## src/rtl/fdl_pkg.sv

```systemverilog
`timescale 1ns/1ps
package fdl_pkg;
    typedef enum logic {
        HOLD_EMPTY  = 1'b0,
        HOLD_LOADED = 1'b1
    } hold_state_e;
endpackage

```

## src/rtl/fdl_rx_deser.sv

```systemverilog
`timescale 1ns/1ps
module fdl_rx_deser #(
    parameter int DW = 8
) (
    input  logic          clk,
    input  logic          rst_n,
    input  logic          bit_i,
    input  logic          bit_en,
    input  logic [DW-1:0] match_a,
    input  logic [DW-1:0] match_b,
    output logic [DW-1:0] byte_o,
    output logic          full_o,
    output logic          match_o
);
    localparam int CW = $clog2(DW);

    logic [DW-1:0] shreg;
    logic [DW-1:0] shreg_nxt;
    logic [CW-1:0] cnt;
    logic          last;

    assign shreg_nxt = {bit_i, shreg[DW-1:1]};
    assign last      = (cnt == CW'(DW-1));

    always_ff @(posedge clk or negedge rst_n) begin
        if (!rst_n) begin
            shreg   <= '0;
            cnt     <= '0;
            byte_o  <= '0;
            full_o  <= 1'b0;
            match_o <= 1'b0;
        end else begin
            full_o  <= 1'b0;
            match_o <= 1'b0;
            if (bit_en) begin
                shreg <= shreg_nxt;
                if (last) begin
                    cnt     <= '0;
                    byte_o  <= shreg_nxt;
                    full_o  <= 1'b1;
                    match_o <= (shreg_nxt == match_a) || (shreg_nxt == match_b);
                end else begin
                    cnt <= cnt + CW'(1);
                end
            end
        end
    end
endmodule

```

## src/rtl/fdl_abort_det.sv

```systemverilog
`timescale 1ns/1ps
module fdl_abort_det #(
    parameter int RUN = 8
) (
    input  logic clk,
    input  logic rst_n,
    input  logic bit_i,
    input  logic bit_en,
    output logic abort_o
);
    localparam int CW = $clog2(RUN + 1);

    logic [CW-1:0] run;

    always_ff @(posedge clk or negedge rst_n) begin
        if (!rst_n) begin
            run     <= '0;
            abort_o <= 1'b0;
        end else begin
            abort_o <= 1'b0;
            if (bit_en) begin
                if (!bit_i) begin
                    run <= '0;
                end else begin
                    if (run != CW'(RUN)) run <= run + CW'(1);
                    abort_o <= (run == CW'(RUN - 1));
                end
            end
        end
    end
endmodule

```

## src/rtl/fdl_tx_ser.sv

```systemverilog
`timescale 1ns/1ps
module fdl_tx_ser
    import fdl_pkg::*;
#(
    parameter int DW = 8
) (
    input  logic          clk,
    input  logic          rst_n,
    input  logic          wr,
    input  logic [DW-1:0] wdata,
    input  logic          bit_en,
    output logic          bit_o,
    output logic          empty_pulse
);
    localparam int CW = $clog2(DW);

    hold_state_e   state, state_nxt;
    logic [DW-1:0] hold;
    logic [DW-1:0] sh;
    logic [CW-1:0] cnt;
    logic          boundary;
    logic          take;

    assign boundary = bit_en && (cnt == CW'(DW-1));

    // next state of the holding register
    always_comb begin
        state_nxt = state;
        take      = 1'b0;
        unique case (state)
            HOLD_EMPTY: begin
                if (wr) state_nxt = HOLD_LOADED;                 // WRITE
            end
            HOLD_LOADED: begin
                if (boundary) begin
                    take      = 1'b1;
                    state_nxt = wr ? HOLD_LOADED : HOLD_EMPTY;   // REFILL / TAKE
                end
            end
        endcase
    end

    // state register
    always_ff @(posedge clk or negedge rst_n) begin
        if (!rst_n) state <= HOLD_EMPTY;
        else        state <= state_nxt;
    end

    // outputs: holding byte, serializer and empty event
    always_ff @(posedge clk or negedge rst_n) begin
        if (!rst_n) begin
            hold        <= '0;
            sh          <= '1;
            cnt         <= '0;
            empty_pulse <= 1'b0;
        end else begin
            empty_pulse <= take && !wr;
            if (wr) hold <= wdata;
            if (bit_en) begin
                if (boundary) begin
                    sh  <= take ? hold : '1;
                    cnt <= '0;
                end else begin
                    sh  <= {1'b1, sh[DW-1:1]};
                    cnt <= cnt + CW'(1);
                end
            end
        end
    end

    assign bit_o = sh[0];
endmodule

```

## src/rtl/fdl_byte_buf.sv

```systemverilog
`timescale 1ns/1ps
module fdl_byte_buf #(
    parameter int DW        = 8,
    parameter int ABORT_RUN = 8
) (
    input  logic          clk,
    input  logic          rst_n,
    input  logic          rx_bit,
    input  logic          rx_bit_en,
    input  logic [DW-1:0] match_a,
    input  logic [DW-1:0] match_b,
    output logic [DW-1:0] rx_byte,
    output logic          rx_full_pulse,
    output logic          rx_match_pulse,
    output logic          rx_abort_pulse,
    input  logic          tx_wr,
    input  logic [DW-1:0] tx_wdata,
    input  logic          tx_bit_en,
    output logic          tx_bit,
    output logic          tx_empty_pulse
);
    fdl_rx_deser #(.DW(DW)) u_rx (
        .clk     (clk),
        .rst_n   (rst_n),
        .bit_i   (rx_bit),
        .bit_en  (rx_bit_en),
        .match_a (match_a),
        .match_b (match_b),
        .byte_o  (rx_byte),
        .full_o  (rx_full_pulse),
        .match_o (rx_match_pulse)
    );

    fdl_abort_det #(.RUN(ABORT_RUN)) u_abort (
        .clk     (clk),
        .rst_n   (rst_n),
        .bit_i   (rx_bit),
        .bit_en  (rx_bit_en),
        .abort_o (rx_abort_pulse)
    );

    fdl_tx_ser #(.DW(DW)) u_tx (
        .clk         (clk),
        .rst_n       (rst_n),
        .wr          (tx_wr),
        .wdata       (tx_wdata),
        .bit_en      (tx_bit_en),
        .bit_o       (tx_bit),
        .empty_pulse (tx_empty_pulse)
    );
endmodule

```

## config.mk

```make
export PLATFORM = sky130hd
export DESIGN_NAME = fdl_byte_buf
export DESIGN_NICKNAME = d
export VERILOG_FILES = /design/src/rtl/fdl_pkg.sv /design/src/rtl/fdl_rx_deser.sv /design/src/rtl/fdl_abort_det.sv /design/src/rtl/fdl_tx_ser.sv /design/src/rtl/fdl_byte_buf.sv
export SDC_FILE = /design/constraint.sdc
export NUM_CORES = 1
export LEC_CHECK = 0
export BUFFER_PORTS_ARGS = -buffer_cell sky130_fd_sc_hd__buf_4
export CORE_ASPECT_RATIO = 0.7
export CORE_MARGIN = 5
export CORE_UTILIZATION = 51
export CTS_BUF_LIST = sky130_fd_sc_hd__clkbuf_2
export DETAILED_ROUTE_END_ITERATION = 8
export GPL_TIMING_DRIVEN = 0
export PLACE_DENSITY = 0.83
export SLEW_MARGIN = 20
export SYNTH_ARGS = -nofsm -noshare
export SYNTH_HDL_FRONTEND = slang
export SYNTH_SLANG_ARGS = --single-unit
```

## constraint.sdc

```tcl
create_clock -name clk -period 1.62 [get_ports clk]
set_clock_uncertainty 0.1 [all_clocks]
set_input_delay 0.081 -clock clk [delete_from_list [all_inputs] [get_ports clk]]
set_output_delay 0.081 -clock clk [all_outputs]
set_load 0.005 [all_outputs]
```

# Yosys cells after proc, flatten, opt, wreduce, memory -nomap -nowiden
# Cells that the tools add are included.
# W data, S select, Z words.
# totals
register_bits,47
in_bits,30
output_inout_bits,13
wordCells,46
# op_classes
n_addsub,3
eq_ne,7
muxes,17
bitwise,1
reduce_logical,6
# op_table
op,n
$eq A8 B8 Y1,2
$mux W8,2
$mux W1,10
$mux W4,2
$add A3 B1 Y3 const B,2
$eq A3 B3 Y1 const B,2
$mux W3,2
$add A4 B1 Y4 const B,1
$eq A4 B3 Y1 const B,1
$ne A4 B4 Y1 const B,1
$reduce_and A2 Y1,2
$logic_and A1 B1 Y1,2
$ne A2 B1 Y1 const B,1
$pmux W1 S2,1
$logic_not A1 Y1,1
$logic_or A1 B1 Y1,1
$not A1 Y1,1

# Longest topological paths before layout
# Gate-level depths: netlist of run 1.
# depth
word_depth,6
mapped_depth,6
ltp_nobuf,6

# Modules after synthesis
# Synthesis of run 1 repeated with hierarchy kept, for this count alone.
# unflattened
cells_unflattened,166
hier_area_um2,2120.8
# modules_own_cells
mod,n_inst,cells_each,area_each_um2,seq_area_each_um2
fdl_rx_deser,1,66,928.4,500.5
fdl_tx_ser,1,74,920.9,535.5
fdl_abort_det,1,26,271.5,125.1

# Worst setup path after synthesis of run 1
# No wires, ideal clock.
# synth_path
path_kind,flip-flop to flip-flop
start,register u_rx.cnt[0]
end,register u_rx.byte_o[0]
setup_time_ps,125
t_arrival_ps,1340
t_required_ps,1395
setup_slack_ps,56
path_stages_with_launch,5
path_buffers,0
period_less_slack_ps,1564
cell_sequence,dfrtp_1 ha_1 ha_1 nand2_1 mux2_2
# synth_via
elab_chain_len,2
# synth_rtl
item,line,source
from (decl),fdl_rx_deser.sv:19,logic [CW-1:0] cnt;
from (signal assigned),fdl_rx_deser.sv:43,cnt <= cnt + CW'(1);
$eq A3 B3 Y1,fdl_rx_deser.sv:23,assign last = (cnt == CW'(DW-1));
$reduce_and A2 Y1 (no line),-,
to (signal assigned),fdl_rx_deser.sv:39,byte_o <= shreg_nxt;
to (decl),fdl_rx_deser.sv:11,"output logic [DW-1:0] byte_o,"
# Every way passes these cells.
# A chain may end at the register's enable or synchronous reset.

# Worst setup path in the final report of run 1
# layout_path
start,register u_rx.cnt[0]
end,register u_rx.byte_o[4]
# The elaborated chain is that of the path after synthesis.

==> run_results.csv, run 1 <==
group,metric,value,unit
global_routing,overflow,0,
pwr,power_density,1141,nW/um^2
layout,mostFrequentLayoutCell,"buf_4",
detailed_routing,totalWireLength,3906,um
placement,globalplace.congestion,0.7639,
synth,synthCells,174,
global_routing,grt_pass1_vias,1490,
pwr,ir_drop,0.6871,mV
floorplan,io-pin-count,43,
global_routing,groute.usage.overall,0.1566,
setup_path,path_class,"reg2reg",
timing,finalCritPeriodShare,0.9698,
setup_path,cpMostUsedCell,"ha_1",
setup_path,cp_cell_sequence,"ha_1, ha_1, nand2_4, mux2_2",
detailed_routing,wl_per_cell,13.24,um
timing,worst_pin_slew,0.5508,ns
clock_network,path_clk_slew,0.22,ns
floorplan,core,3970,sq um
timing,hold_viol_final,0,
setup_path,end_kind,"register",
synth,ys_ff_latch,46,
min_path,hp-class,"in2reg",
pwr,p_comb_frac,0.312,
pwr,p_seq_frac,0.543,
global_routing,grt_pass1_wl,6886,um
floorplan,start_util,0.5336,
synth,synth_nets,210,
timing,fin_crit,1.571,ns
timing,setup_viol,0,
job,maxCapViolCount,0,
setup_path,cp_max_fo,10,
pwr,p_leak,1.264,nW
setup_path,arrival,1.78,ns
synth,syn-mean-instance-area,12.17,sq um
detailed_routing,routed_via_density,5.034,
floorplan,die_height,63.92,um
pwr,switching_share,0.3030,
synth,synth-seq-area-share,0.5481,
detailed_routing,drt-initial-drc-count,68,
global_routing,grt_max_degree,47,
timing,slew_violations,0,
clock_network,numClockSinks,46,
synth,yosysWarningCount,0,
setup_path,cp.required,1.83,ns
pwr,p_total,3.132,mW
placement,dpl_cell_area,2484,sq um
pwr,p_switching,0.9490,mW
timing,slew_headroom,0.6328,
detailed_routing,ant_nets,0,
layout,fin_cells,295,
detailed_routing,via_count,1485,
outcome,status,"complete, no violations",
clock_network,clk_latency,0.39,ns
floorplan,dieArea,5563,sq um
pwr,p_int,2.183,mW
pwr,pwr-share-clk,0.145,
detailed_routing,drtPass1Iterations,4,
clock_network,tritoncts,"yes",
setup_path,cp_slowest_cell,"dfrtp_1",
clock_network,cts_max_level,2,
layout,drive_above_1_share,0.3663,
placement,portBuffers,40,
global_routing,antenna_found_initial,0,
clock_network,root_buffer,"clkbuf_2",
floorplan,rows,19,
timing,worst_hold_slack,0.07480,ns
layout,stdcell_area,2745,sq um
clock_network,cts_buffers,5,
setup_path,worstSetupStartpointType,"register",
layout,diodes,0,
layout,final_cell_mix,"buf_4, dfrtp_1, mux2_2, dlygate4sd3_1, xor2_1",
layout,nets,278,
clock_network,clk_path_buf_depth,2,
placement,hpwl,2821,um
floorplan,fp.dieW,87.03,um
setup_path,timing.reg2reg.setup_slack,0.05,ns
synth,synth_cell_types,28,
synth,syn_area,2118,sq um
timing,max_freq,636.5,MHz
setup_path,critical_path.max_stage_delay,0.45,ns
detailed_routing,drc_errors,0,
layout,area_growth_syn_to_layout,29.59,%
placement,dp.cells,266,
==> cell families after synthesis <==
kind of cell	after synthesis	synth area share
fa+ha+maj	6	0.03544
mux	28	0.1477
xor+xnor	16	0.06615
simple gates	34	0.08978
compound gates	24	0.07147
buf+inv	20	0.04134
flops	46	0.5481
==> flip-flops by register name, indices dropped and copies added (netlist names) <==
register	cells
u_rx.byte_o	8
u_rx.cnt	3
u_rx.match_o	1
u_tx.state	1
u_tx.cnt	3
u_rx.full_o	1
u_tx.empty_pulse	1
u_abort.run	4
u_rx.shreg	7
u_abort.abort_o	1
u_tx.hold	8
u_tx.sh	8
==> power groups by stage <==
| stage | Clock, mW | Combinational [mW] | Sequential, mW |
|---|---|---|---|
| finish | 0.454 | 0.978 | 1.70 |
| floorplan | 0 | 0.549 | 1.69 |
| CTS | 0.473 | 0.977 | 1.71 |
| global placement | 0 | 0.880 | 1.72 |
| detailed placement | 0 | 0.913 | 1.74 |
| global route | 0.516 | 1.10 | 1.76 |
==> layer usage <==
layer	vias to the layer above	global-route usage	share of wire
met1	718	0.2228	0.48
met2	22	0.2367	0.47
met5	-	0	0
met4	0	0.05253	0.014
met3	6	0.03594	0.034
li1	739	-	-
==> cell usage after synthesis <==
library cell	instances	area, sq um
a21o_1	1	7.510
nand2_1	12	45.04
a22oi_1	1	7.510
ha_1	6	75.07
mux2_2	26	292.8
dfstp_2	8	210.2
o211ai_1	7	52.55
a22o_1	1	8.760
nand3b_1	7	52.55
nor2b_1	2	12.51
inv_1	12	45.04
clkbuf_1	3	11.26
nor4_2	1	12.51
nor3b_1	1	7.510
nand4b_1	1	8.760
nand2b_1	2	12.51
dfrtp_1	38	950.9
nand3_1	1	5.000
o31ai_1	1	7.510
o21ai_0	10	50.05
nor2_1	4	15.01
mux2i_1	2	20.02
o22ai_1	2	12.51
xor2_1	16	140.1
buf_6	1	11.26
buf_2	4	20.02
nor4_1	3	18.77
a21oi_1	1	5.000
==> stage by stage <==
| stage | TNS (ns) | util | setup WS [ns] |
|---|---|---|---|
| after floorplan | 0 | - | 0.05578 |
| after detailed placement | -0.8075 | 0.6256 | -0.1152 |
| after global placement | -0.8112 | 0.6256 | -0.1054 |
| after CTS | 0 | 0.6889 | 0.03455 |
| after global routing | -0.02125 | 0.6915 | -0.01143 |
| final | 0 | 0.6915 | 0.04891 |
==> worst max-delay path: cells and delay by family (launching register included) <==
kind / cells / cell delay [ns]
multiplexers: 1 / 0.36
adder cells (fa/ha/maj): 2 / 0.44
AND/OR/NAND/NOR: 1 / 0.14
flip-flops: 1 / 0.45
==> worst paths after layout <==
| kind | from | endpoint | depth (start not counted) |
|---|---|---|---|
| setup / recovery | u_rx.cnt[0] | u_rx.byte_o[4] | 4 |
| max in group asynchronous | rst_n | u_tx.sh[6] | 2 |
| hold / removal | match_a[3] | u_rx.match_o | 5 |
| min in group asynchronous | rst_n | u_tx.cnt[0] | 2 |
| hold reg to reg | u_tx.sh[0] | u_tx.sh[0] | 2 |
| setup reg to reg | u_rx.cnt[0] | u_rx.byte_o[4] | 4 |
==> area by class of cell <==
class,count,area (sq um)
fillers,309,1225
flip-flops and latches,46,1161
multi-input cells,108,877.1
repair buffers,62,515.5
well taps,52,65.06
inverters,12,45.04
plain buffers,7,40.04
clock buffers,5,25.02
clock inverters,3,16.27
==> what timing repair did <==
item / in CTS / in global routing
gates resized for setup: 2 / 1
endpoints found under the hold margin: 68 / 0
buffers inserted: 1 / 1
hold buffers: 20 / 0
endpoints found under the setup margin: 10 / 3
pin swaps: 0 / 1
Power figures use the tool's default switching activity.
==> run 2, diff against run 1 <==
==> constraint.sdc (replaced) <==
create_clock -name clk -period 1.35 [get_ports clk]
set_clock_uncertainty 0.1 [all_clocks]
set_input_delay 0.0675 -clock clk [delete_from_list [all_inputs] [get_ports clk]]
set_output_delay 0.0675 -clock clk [all_outputs]
set_load 0.005 [all_outputs]
==> run 2 against run 1 <==
  * The run now ends with negative setup slack left
  * Utilization grew 3.8 points
  * First-iteration DRC count increased by 4.4%
  * Routed wire length up 23%
  * Clock power grew 20%
  * Count of clock-buffer cells in the layout increased by 2
  * Power rose by 33%
  * Maximum frequency up 8.9%
  * Sequential share of layout area down 2.1 points
  * Setup slack got worse by 0.14 ns
  * Sequential power grew 23%
  * Flip-flop and latch count stayed put
  * Final area grew 5.6%
  * Critical endpoint is now u_rx.byte_o[5]
==> run_results.csv, run 2 (synthesis results as in run 1) <==
group,metric,value,unit
timing,slew_headroom,0.6195,
timing,worst_hold_slack,0.1075,ns
detailed_routing,ant_nets,0,
floorplan,dieArea,5563,sq um
pwr,ir_drop,0.8047,mV
pwr,power_density,1434,nW/um^2
global_routing,grtUsageMet1,0.2410,
floorplan,rows,19,
clock_network,path_clk_slew,0.21,ns
detailed_routing,totalWireLength,4809,um
pwr,p_total,4.156,mW
global_routing,global_route.usage.met3,0.03851,
floorplan,fp.dieW,87.03,um
setup_path,worst-r2r-cell-count,4,
clock_network,numClockSinks,46,
floorplan,start_util,0.5336,
layout,utilization,0.7299,
layout,area_growth_syn_to_layout,36.80,%
layout,nets,279,
layout,drive_above_1_share,0.4631,
global_routing,use_met2,0.2888,
clock_network,cts_buffers,5,
timing,finalCritPeriodShare,1.069,
timing,fin_ws,-0.09277,ns
detailed_routing,routed_via_density,5.236,
setup_path,path_class,"reg2reg",
detailed_routing,via_count,1550,
setup_path,cp_cell_sequence,"ha_2, ha_4, nand2_4, mux2_4",
layout,diodes,0,
setup_path,arrival,1.64,ns
timing,hold_viol_final,0,
job,maxCapViolCount,0,
layout,stdcell_area,2898,sq um
setup_path,critical_path.max_stage_delay,0.43,ns
timing,setup_viol,18,
clock_network,cts_max_level,2,
floorplan,io-pin-count,43,
timing,max_freq,693.1,MHz
global_routing,top_usage_layer,"met2",
global_routing,groute.usage.overall,0.1761,
clock_network,clk_path_buf_depth,2,
placement,hpwl,3030,um
outcome,status,"finished, violations left",
setup_path,cp_max_fo,5,
setup_path,end_kind,"register",
global_routing,antenna_found_initial,0,
layout,mostFrequentLayoutCell,"buf_4",
placement,dpl_cell_area,2524,sq um
clock_network,root_buffer,"clkbuf_2",
timing,worst_pin_slew,0.5707,ns
detailed_routing,drtPass1Iterations,6,
global_routing,grt_pass1_wl,7624,um
min_path,hp-class,"in2async",
setup_path,cp.required,1.55,ns
setup_path,cp_slowest_cell,"dfrtp_1",
global_routing,grt_pass1_vias,1584,
floorplan,die_height,63.92,um
global_routing,grt_max_degree,47,
global_routing,overflow,0,
layout,top_regs,"u_rx.byte_o (8), u_tx.hold (8), u_tx.sh (8)",
timing,rsz0062_at_grt,"true",
floorplan,core,3970,sq um
setup_path,worstSetupStartpointType,"register",
clock_network,clk_latency,0.38,ns
clock_network,tritoncts,"yes",
timing,fin_crit,1.443,ns
placement,globalplace.congestion,0.7666,
pwr,p_leak,1.328,nW
detailed_routing,drt-initial-drc-count,71,
placement,portBuffers,40,
layout,final_cell_mix,"buf_4, dfrtp_1, mux2_2, xor2_1, dlygate4sd3_1",
detailed_routing,wl_per_cell,16.25,um
timing,slew_violations,0,
outcome,violations,"negative setup slack",
detailed_routing,drc_errors,0,
-- run 2: power by group --
part	internal [mW]	leakage [nW]	switching (mW)
logic	0.934	0.754	0.589
clock network	0.139	0.0306	0.407
registers	1.80	0.544	0.291
-- run 2: final timing paths --
kind | start | endpoint | slack (ns)
worst max-delay path | u_rx.cnt[1] | u_rx.byte_o[5] | -0.09
worst min register to register | u_tx.sh[0] | u_tx.sh[0] | 0.38
max in group asynchronous | rst_n | u_rx.shreg[7] | 0.63
worst max register to register | u_rx.cnt[1] | u_rx.byte_o[5] | -0.09
min in group clk | match_a[3] | u_rx.match_o | 0.11
worst min-delay path | rst_n | u_tx.hold[6] | 0.11
-- run 2: routing by layer --
| metal | vias to the layer above | part of all wire |
|---|---|---|
| li1 | 740 | - |
| met1 | 791 | 0.47 |
| met2 | 17 | 0.50 |
| met3 | 2 | 0.026 |
| met4 | 0 | 0.0048 |
| met5 | - | 0 |
-- run 2: cell type report --
type                            count  area, sq um
Sequential cell                    46         1165
Fill cell                         266         1072
Inverter                           12        45.04
Buffer                              7        47.55
Timing Repair Buffer               62        526.8
Clock inverter                      1        3.754
Multi-Input combinational cell    109         1010
Tap cell                           52        65.06
Clock buffer                        7        35.03
-- run 2: timing repair --
item	CTS	global route
pin swaps	3	13
resized for setup	11	19
gates cloned	1	1
hold endpoints to repair	69	0
buffers inserted	7	1
endpoints found under the setup margin	20	25
hold buffers	13	0
-- run 2: critical path: cells and delay by family, from the launching register on --
kind | cells | cell delay [ns]
adder cells (fa/ha/maj) | 2 | 0.41
flip-flops | 1 | 0.43
multiplexers | 1 | 0.30
AND/OR/NAND/NOR | 1 | 0.12
-- run 2: stage by stage --
stage / setup WS (ns) / cells / setup TNS (ns)
CTS: -0.1083 / 294 / -0.9451
floorplan: -0.01645 / 174 / -0.1316
global route: -0.1313 / 296 / -1.914
detailed placement: -0.1198 / 266 / -1.548
finish: -0.09277 / 296 / -1.018
global placement: -0.08478 / 266 / -1.183
